File: config.mk
export PLATFORM = sky130hd
export DESIGN_NAME = timed_credit_fifo
export DESIGN_NICKNAME = d
export VERILOG_FILES = /design/src/rtl/timed_credit_fifo.sv
export SDC_FILE = /design/constraint.sdc
export NUM_CORES = 1
export LEC_CHECK = 0
export BUFFER_PORTS_ARGS = -buffer_cell sky130_fd_sc_hd__buf_2
export CORE_MARGIN = 8
export CORE_UTILIZATION = 25
export DETAILED_ROUTE_END_ITERATION = 10
export SLEW_MARGIN = 20
export SYNTH_ARGS = -nofsm -noshare
export SYNTH_HDL_FRONTEND = slang
export SYNTH_SLANG_ARGS = --single-unit
export TNS_END_PERCENT = 10
File: constraint.sdc
create_clock -name clk -period 2.05 [get_ports clk]
set_clock_uncertainty 0.2 [all_clocks]
set_input_delay 0.205 -clock clk [delete_from_list [all_inputs] [get_ports clk]]
set_output_delay 0.205 -clock clk [all_outputs]
set_load 0.02 [all_outputs]
File: src/rtl/timed_credit_fifo.sv
module timed_credit_fifo #(
  parameter int WIDTH   = 8,
  parameter int FWD_LAT = 3,
  parameter int REV_LAT = 2,
  parameter int DEPTH   = 5
) (
  input  logic             clk,
  input  logic             rst_n,
  input  logic             enq,
  input  logic [WIDTH-1:0] enq_data,
  output logic             enq_rdy,
  input  logic             deq,
  output logic [WIDTH-1:0] deq_data,
  output logic             deq_rdy
);
  localparam int CW = $clog2(DEPTH + 1);
  localparam int AW = (DEPTH > 1) ? $clog2(DEPTH) : 1;

  logic [CW-1:0]    credits, count;
  logic [AW-1:0]    wr_ptr, rd_ptr;
  logic [WIDTH-1:0] mem [DEPTH];
  logic             enq_fire, deq_fire, arr_v, ret_v;
  logic [WIDTH-1:0] arr_d;
  int               fwd_cnt, rev_cnt;

  assign enq_rdy  = credits != '0;
  assign deq_rdy  = count != '0;
  assign enq_fire = enq & enq_rdy;
  assign deq_fire = deq & deq_rdy;
  assign deq_data = mem[rd_ptr];

  function automatic logic [AW-1:0] bump(input logic [AW-1:0] p);
    return (p == AW'(DEPTH - 1)) ? '0 : p + 1'b1;
  endfunction

  generate
    if (FWD_LAT == 1) begin : g_fwd_direct
      assign arr_v   = enq_fire;
      assign arr_d   = enq_data;
      assign fwd_cnt = 0;
    end else begin : g_fwd_pipe
      localparam int FS = FWD_LAT - 1;
      logic [FS-1:0]    v;
      logic [WIDTH-1:0] d [FS];
      always_ff @(posedge clk or negedge rst_n) begin
        if (!rst_n) v <= '0;
        else begin
          v[0] <= enq_fire;
          for (int i = 1; i < FS; i++) v[i] <= v[i-1];
        end
      end
      always_ff @(posedge clk) begin
        d[0] <= enq_data;
        for (int i = 1; i < FS; i++) d[i] <= d[i-1];
      end
      assign arr_v   = v[FS-1];
      assign arr_d   = d[FS-1];
      assign fwd_cnt = $countones(v);
    end

    if (REV_LAT == 1) begin : g_rev_direct
      assign ret_v   = deq_fire;
      assign rev_cnt = 0;
    end else begin : g_rev_pipe
      localparam int RS = REV_LAT - 1;
      logic [RS-1:0] c;
      always_ff @(posedge clk or negedge rst_n) begin
        if (!rst_n) c <= '0;
        else begin
          c[0] <= deq_fire;
          for (int i = 1; i < RS; i++) c[i] <= c[i-1];
        end
      end
      assign ret_v   = c[RS-1];
      assign rev_cnt = $countones(c);
    end
  endgenerate

  always_ff @(posedge clk or negedge rst_n) begin
    if (!rst_n) credits <= CW'(DEPTH);
    else if (enq_fire != ret_v) credits <= enq_fire ? credits - 1'b1 : credits + 1'b1;
  end

  always_ff @(posedge clk) begin
    if (arr_v) mem[wr_ptr] <= arr_d;
  end

  always_ff @(posedge clk or negedge rst_n) begin
    if (!rst_n) begin
      wr_ptr <= '0;
      rd_ptr <= '0;
      count  <= '0;
    end else begin
      if (arr_v)    wr_ptr <= bump(wr_ptr);
      if (deq_fire) rd_ptr <= bump(rd_ptr);
      if (arr_v != deq_fire) count <= arr_v ? count + 1'b1 : count - 1'b1;
    end
  end

  AST_NO_OVERFLOW: assert property (@(posedge clk) disable iff (!rst_n)
    (arr_v && !deq_fire) |-> (count != CW'(DEPTH)));
  AST_TOKEN_CONSERVE: assert property (@(posedge clk) disable iff (!rst_n)
    (int'(credits) + fwd_cnt + int'(count) + rev_cnt) == DEPTH);
  AST_ENQ_IGNORED: assert property (@(posedge clk) disable iff (!rst_n)
    (enq && !enq_rdy && !ret_v) |=> (credits == $past(credits)));
  AST_DEQ_IGNORED: assert property (@(posedge clk) disable iff (!rst_n)
    (deq && !deq_rdy && !arr_v) |=> (count == $past(count) && rd_ptr == $past(rd_ptr)));
  AST_CREDIT_HOLD: assert property (@(posedge clk) disable iff (!rst_n)
    (enq_fire && ret_v) |=> $stable(credits));
endmodule

== After elaboration in Yosys (flattened, before gate mapping) ==
Memories as Yosys holds them, arrays and structs flattened.
Index checks and enable logic that the tools add are counted.
Storage, ports and cells
  flip-flop bits (word level): 15
  bits in latches: 0
  bits in writable memories: 56
  memory bits (read-only): 0
  input port bits: 12
  output and inout bits: 10
  word-level logic and storage cells: 28
  memories: 2
Memories
  mem: depth 5, width 8, read ports 1, clocked after memory_dff 0, wr ports 1, line 21  | logic [WIDTH-1:0] mem [DEPTH];
  g_fwd_pipe.d: depth 2, width 8, read ports 2, clocked after memory_dff 0, wr ports 2, line 44  | logic [WIDTH-1:0] d [FS];
Cells by class
  add/subtract/negate cells: 6
  multipliers: 0
  divide/modulo/power cells: 0
  order comparisons: 0
  eq/ne operators: 4
  shifts and indexed selects: 0
  mux-type cells: 6
  bitwise gates (word level): 2
  reductions and logical operators: 2
Operators by type and width (count)
  $add A3 B1 Y3 const B: 4
  $mux W3: 4
  $eq A3 B3 Y1 const B: 2
  $reduce_bool A3 Y1: 2
  $sub A3 B1 Y3 const B: 2
  $and A1 B1 Y1: 2
  $mux W1: 2
  $ne A1 B1 Y1: 2

== Depth between registers and ports, before layout ==
  word-level depth: 3
  mapped depth: 6
  depth with buffers taken out: 5

== Worst setup path before layout ==
Ideal clock, no wire load.
  path type: flip-flop to flip-flop
  start: register g_fwd_pipe.v[1]
  end: memory mem[1][0], enable pin
  library setup time: 0.383 ns
  arrival time: 1.316 ns
  required time: 1.467 ns
  path slack: 0.151 ns
  cell stages (with the launch flop): 4
  path buffers: 1
  period minus slack after synthesis: 1.899 ns
  cells stage by stage: dfrtp_1 -> buf_2 -> nand2_1 -> nor3_1
Between the ends
  longest elaborated chain between the ends: 2
Ends and longest elaborated chain
  start, declared: line 43  | logic [FS-1:0] v;
  start signal, assigned: line 46  | if (!rst_n) v <= '0;
  $mux W1: line 85  | if (arr_v) mem[wr_ptr] <= arr_d;
  $mux W1 (not written as such): line 85
  end, declared: line 21
No other way between the ends.

== Worst setup path in the final report ==
  start: register rd_ptr[0]
  end: output port deq_data[1]
Between the ends
  longest elaborated chain between the ends: 1
Ends and longest elaborated chain
  start, declared: line 20  | logic [AW-1:0] wr_ptr, rd_ptr;
  start signal, assigned: line 95  | if (deq_fire) rd_ptr <= bump(rd_ptr);
  $mem_v2 Z5 W8
  end, declared: line 13  | output logic [WIDTH-1:0] deq_data,
No other way between the ends.

==> results.py <==
metrics = {
    "critical_path": {
        "slowest_stage": "mux4_2",
        "critical-path-max-stage-delay_ns": 0.50,
        "worstPathMaxFanout": 11,
        "crit_buf_inv": 2,
        "arrival_ns": 1.81,
        "start_kind": "flip-flop",
        "end_kind": "output port",
        "crit_type": "flip-flop to output port",
        "crit_chain": "buf_12 -> mux4_2 -> mux2_2 -> buf_4",
        "cp.required_ns": 1.64,
        "cp_top_family": "multiplexers",
    },
    "synth": {
        "ys.flop_type": "edfxtp_1",
        "netlist_area_um2": 2650,
        "synth_area_per_cell_um2": 17.5,
        "synth_area_leaders": "edfxtp_1 (45%), dfrtp_1 (12%), dfxtp_1 (12%), mux4_2 (6.8%), mux2_2 (3.4%)",
        "synth.distinct_cells": 33,
        "synth_top_area_share_pct": 45.4,
        "async_flop_share_pct": 21.1,
        "synthCells": 151,
        "syn-num-nets": 169,
        "synth_seq_cells": 71,
        "synth_top_area_cell": "edfxtp_1",
        "synth_most_common_cell": "edfxtp_1",
        "synth_commonest_cells": "edfxtp_1 (40), dfxtp_1 (16), dfrtp_1 (13)",
        "synth_edf_count": 40,
        "yosys_warnings": 0,
        "ys_seq_area_share_pct": 71.7,
    },
    "sta": {
        "max_freq_mhz": 452,
        "tightest_slew_ns": 0.492,
        "slew_headroom_pct": 67.2,
        "setup_violations": 8,
        "setup_slack_ns": -0.165,
        "fin_crit_sh_pct": 108,
        "setup_total_negative_slack_ns": -1.15,
        "slew_viol_final": 0,
        "fin_crit_ns": 2.21,
        "hold_viol": 0,
        "rsz0062_at_grt": "yes",
    },
    "power_and_ir_drop": {
        "cellPowerDensity_nw_per_um2": 1390,
        "pwr-share-seq_pct": 44.2,
        "p_int_mw": 3.14,
        "vdd_drop_max_mv": 0.523,
        "pwr-share-clk_pct": 22.1,
        "leakage_nw": 1.25,
        "total_power_mw": 4.62,
        "switching_power_mw": 1.49,
        "p_comb_share_pct": 33.6,
        "swShare_pct": 32.2,
    },
    "clocking": {
        "cts_tree": "done",
        "root_buffer": "clkbuf_8",
        "cts.sinks": 71,
        "cts_buffer_depth": 2,
        "tritoncts.num_buffers": 9,
        "post_cts_buffers": 0,
        "worstSkewPairLatency_ns": 0.34,
        "cts_htree_levels": 3,
        "clkTransAtPathRegs_ns": 0.08,
    },
    "global_route": {
        "grt_pass1_wl_mm": 7.51,
        "antenna_found_initial": 0,
        "overflow": 0,
        "grt_usage_pct": 6.92,
        "grt_start_max_net_pins": 16,
        "grt_pass1_vias": 1528,
    },
    "floorplan": {
        "die_y_um": 119,
        "coreArea_um2": 10300,
        "die_area_um2": 14100,
        "fp.dieW_um": 119,
        "initial_core_util_pct": 25.6,
        "core.rowCount": 37,
        "io_pins": 22,
    },
    "final_layout": {
        "finalNetCount": 220,
        "area_growth_pct": 25.9,
        "drive_above_1_share_pct": 34.8,
        "fin_util_pct": 32.3,
        "n_antenna_cell": 0,
    },
    "route": {
        "routed_wl_mm": 4.33,
        "routed-via-count": 1364,
        "antenna_left": 0,
        "viasPerCell": 3.98,
        "drc": 0,
        "first_iter_violations": 40,
        "wire_per_inst_um": 12.6,
        "firstDrtPassIters": 3,
    },
    "place": {
        "port_buffers": 21,
        "dp_hpwl_mm": 2.95,
        "place_congestion": 0.677,
    },
    "run_status": {
        "status": "complete, but fails checks",
        "violations": "negative setup slack",
    },
    "hold_path": {
        "worstHoldPathType": "input port to asynchronous set/reset pin",
    },
    "run": {
        "cap_violations": 0,
    },
}
-- repair_timing --
item	CTS	global route
hold buffers	11	0
setup endpoints to repair	8	8
resized for setup	2	8
hold endpoints to repair	25	0
pin swaps	0	0
-- worst paths after layout --
check                                           start                          end  slack (ns)  cells past startpoint
hold / removal                                  rst_n         count[2]$_DFFE_PN0P_        0.10                      2
setup reg to reg               credits[0]$_DFFE_PN1P_       credits[2]$_DFFE_PN1P_        0.25                      5
max in group asynchronous                       rst_n       credits[2]$_DFFE_PN1P_        1.24                      2
hold reg to reg            g_fwd_pipe.d[0][7]$_DFF_P_  g_fwd_pipe.d[0][15]$_DFF_P_        0.13                      0
setup / recovery                rd_ptr[0]$_DFFE_PN0P_                  deq_data[1]       -0.16                      4
min in group clk           g_fwd_pipe.d[0][7]$_DFF_P_  g_fwd_pipe.d[0][15]$_DFF_P_        0.13                      0
-- cells in the final DEF (no fill, tap or decap), types with 3 or more instances in the layout --
master          n
buf_6           3
dlygate4sd3_1  11
buf_2          15
edfxtp_1       40
mux4_2          8
xnor2_1         3
o21ai_1         4
buf_4          14
inv_1           8
ha_1            4
nand2_1         7
o21ai_0         5
dfxtp_1        16
mux2_2          7
clkbuf_8       11
nor2_1          3
dfrtp_1        13
-- layout make-up --
type	count	area, µm²
Fill cell	993	6990
Sequential cell	71	1900
Multi-Input combinational cell	67	692
Timing Repair Buffer	44	344
Tap cell	136	170
Clock buffer	11	151
Clock inverter	5	38.8
Inverter	9	36.3
-- sequential cells by signal, summed over array words and instances, names as in the netlist --
register,cells
mem,40
g_fwd_pipe.d,16
count,3
credits,3
rd_ptr,3
wr_ptr,3
g_fwd_pipe.v,2
g_rev_pipe.c,1
-- power groups by stage --
stage / logic (mW) / clock network (mW) / registers, mW
after detailed placement: 1.47 / 0 / 2.08
final: 1.56 / 1.02 / 2.05
after CTS: 1.53 / 1.06 / 2.05
after global placement: 1.44 / 0 / 2.07
after floorplan: 1.05 / 0 / 2.01
after global routing: 1.73 / 1.12 / 2.09
-- through the flow --
| step | hold WS (ns) | setup slack [ns] | instance area [µm²] | cells |
|---|---|---|---|---|
| final | 0.101 | -0.165 | 3330 | 343 |
| after global routing | 0.124 | -0.241 | 3330 | 343 |
| after CTS | 0.107 | -0.208 | 3310 | 343 |
| after detailed placement | -0.0647 | 0.178 | 3000 | 316 |
| after global placement | -0.0579 | 0.190 | 3000 | 316 |
| after floorplan | -0.291 | 0.151 | 2650 | 151 |
-- logic make-up after synthesis --
kind of cell | count (synthesis) | share of synthesized area [%]
buffers and inverters | 13 | 2.27
xor gates and xnor gates | 5 | 2.65
AOI/OAI and AO/OA | 15 | 4.25
and+or+nand+nor | 22 | 4.30
DFF | 71 | 71.7
adders and majority gates | 6 | 3.40
muxes | 19 | 11.4
-- layer usage --
layer  share of wire [%]  routed length, µm  up-vias  track usage [%]
li1                    -                  -      652                -
met1                  45               1960      682             7.90
met5                   0                  0        -                0
met4                 2.2                 95        0             4.51
met3                 3.3                143        8             2.60
met2                  49               2140       22             10.7
(Power assumes the default switching activity.)
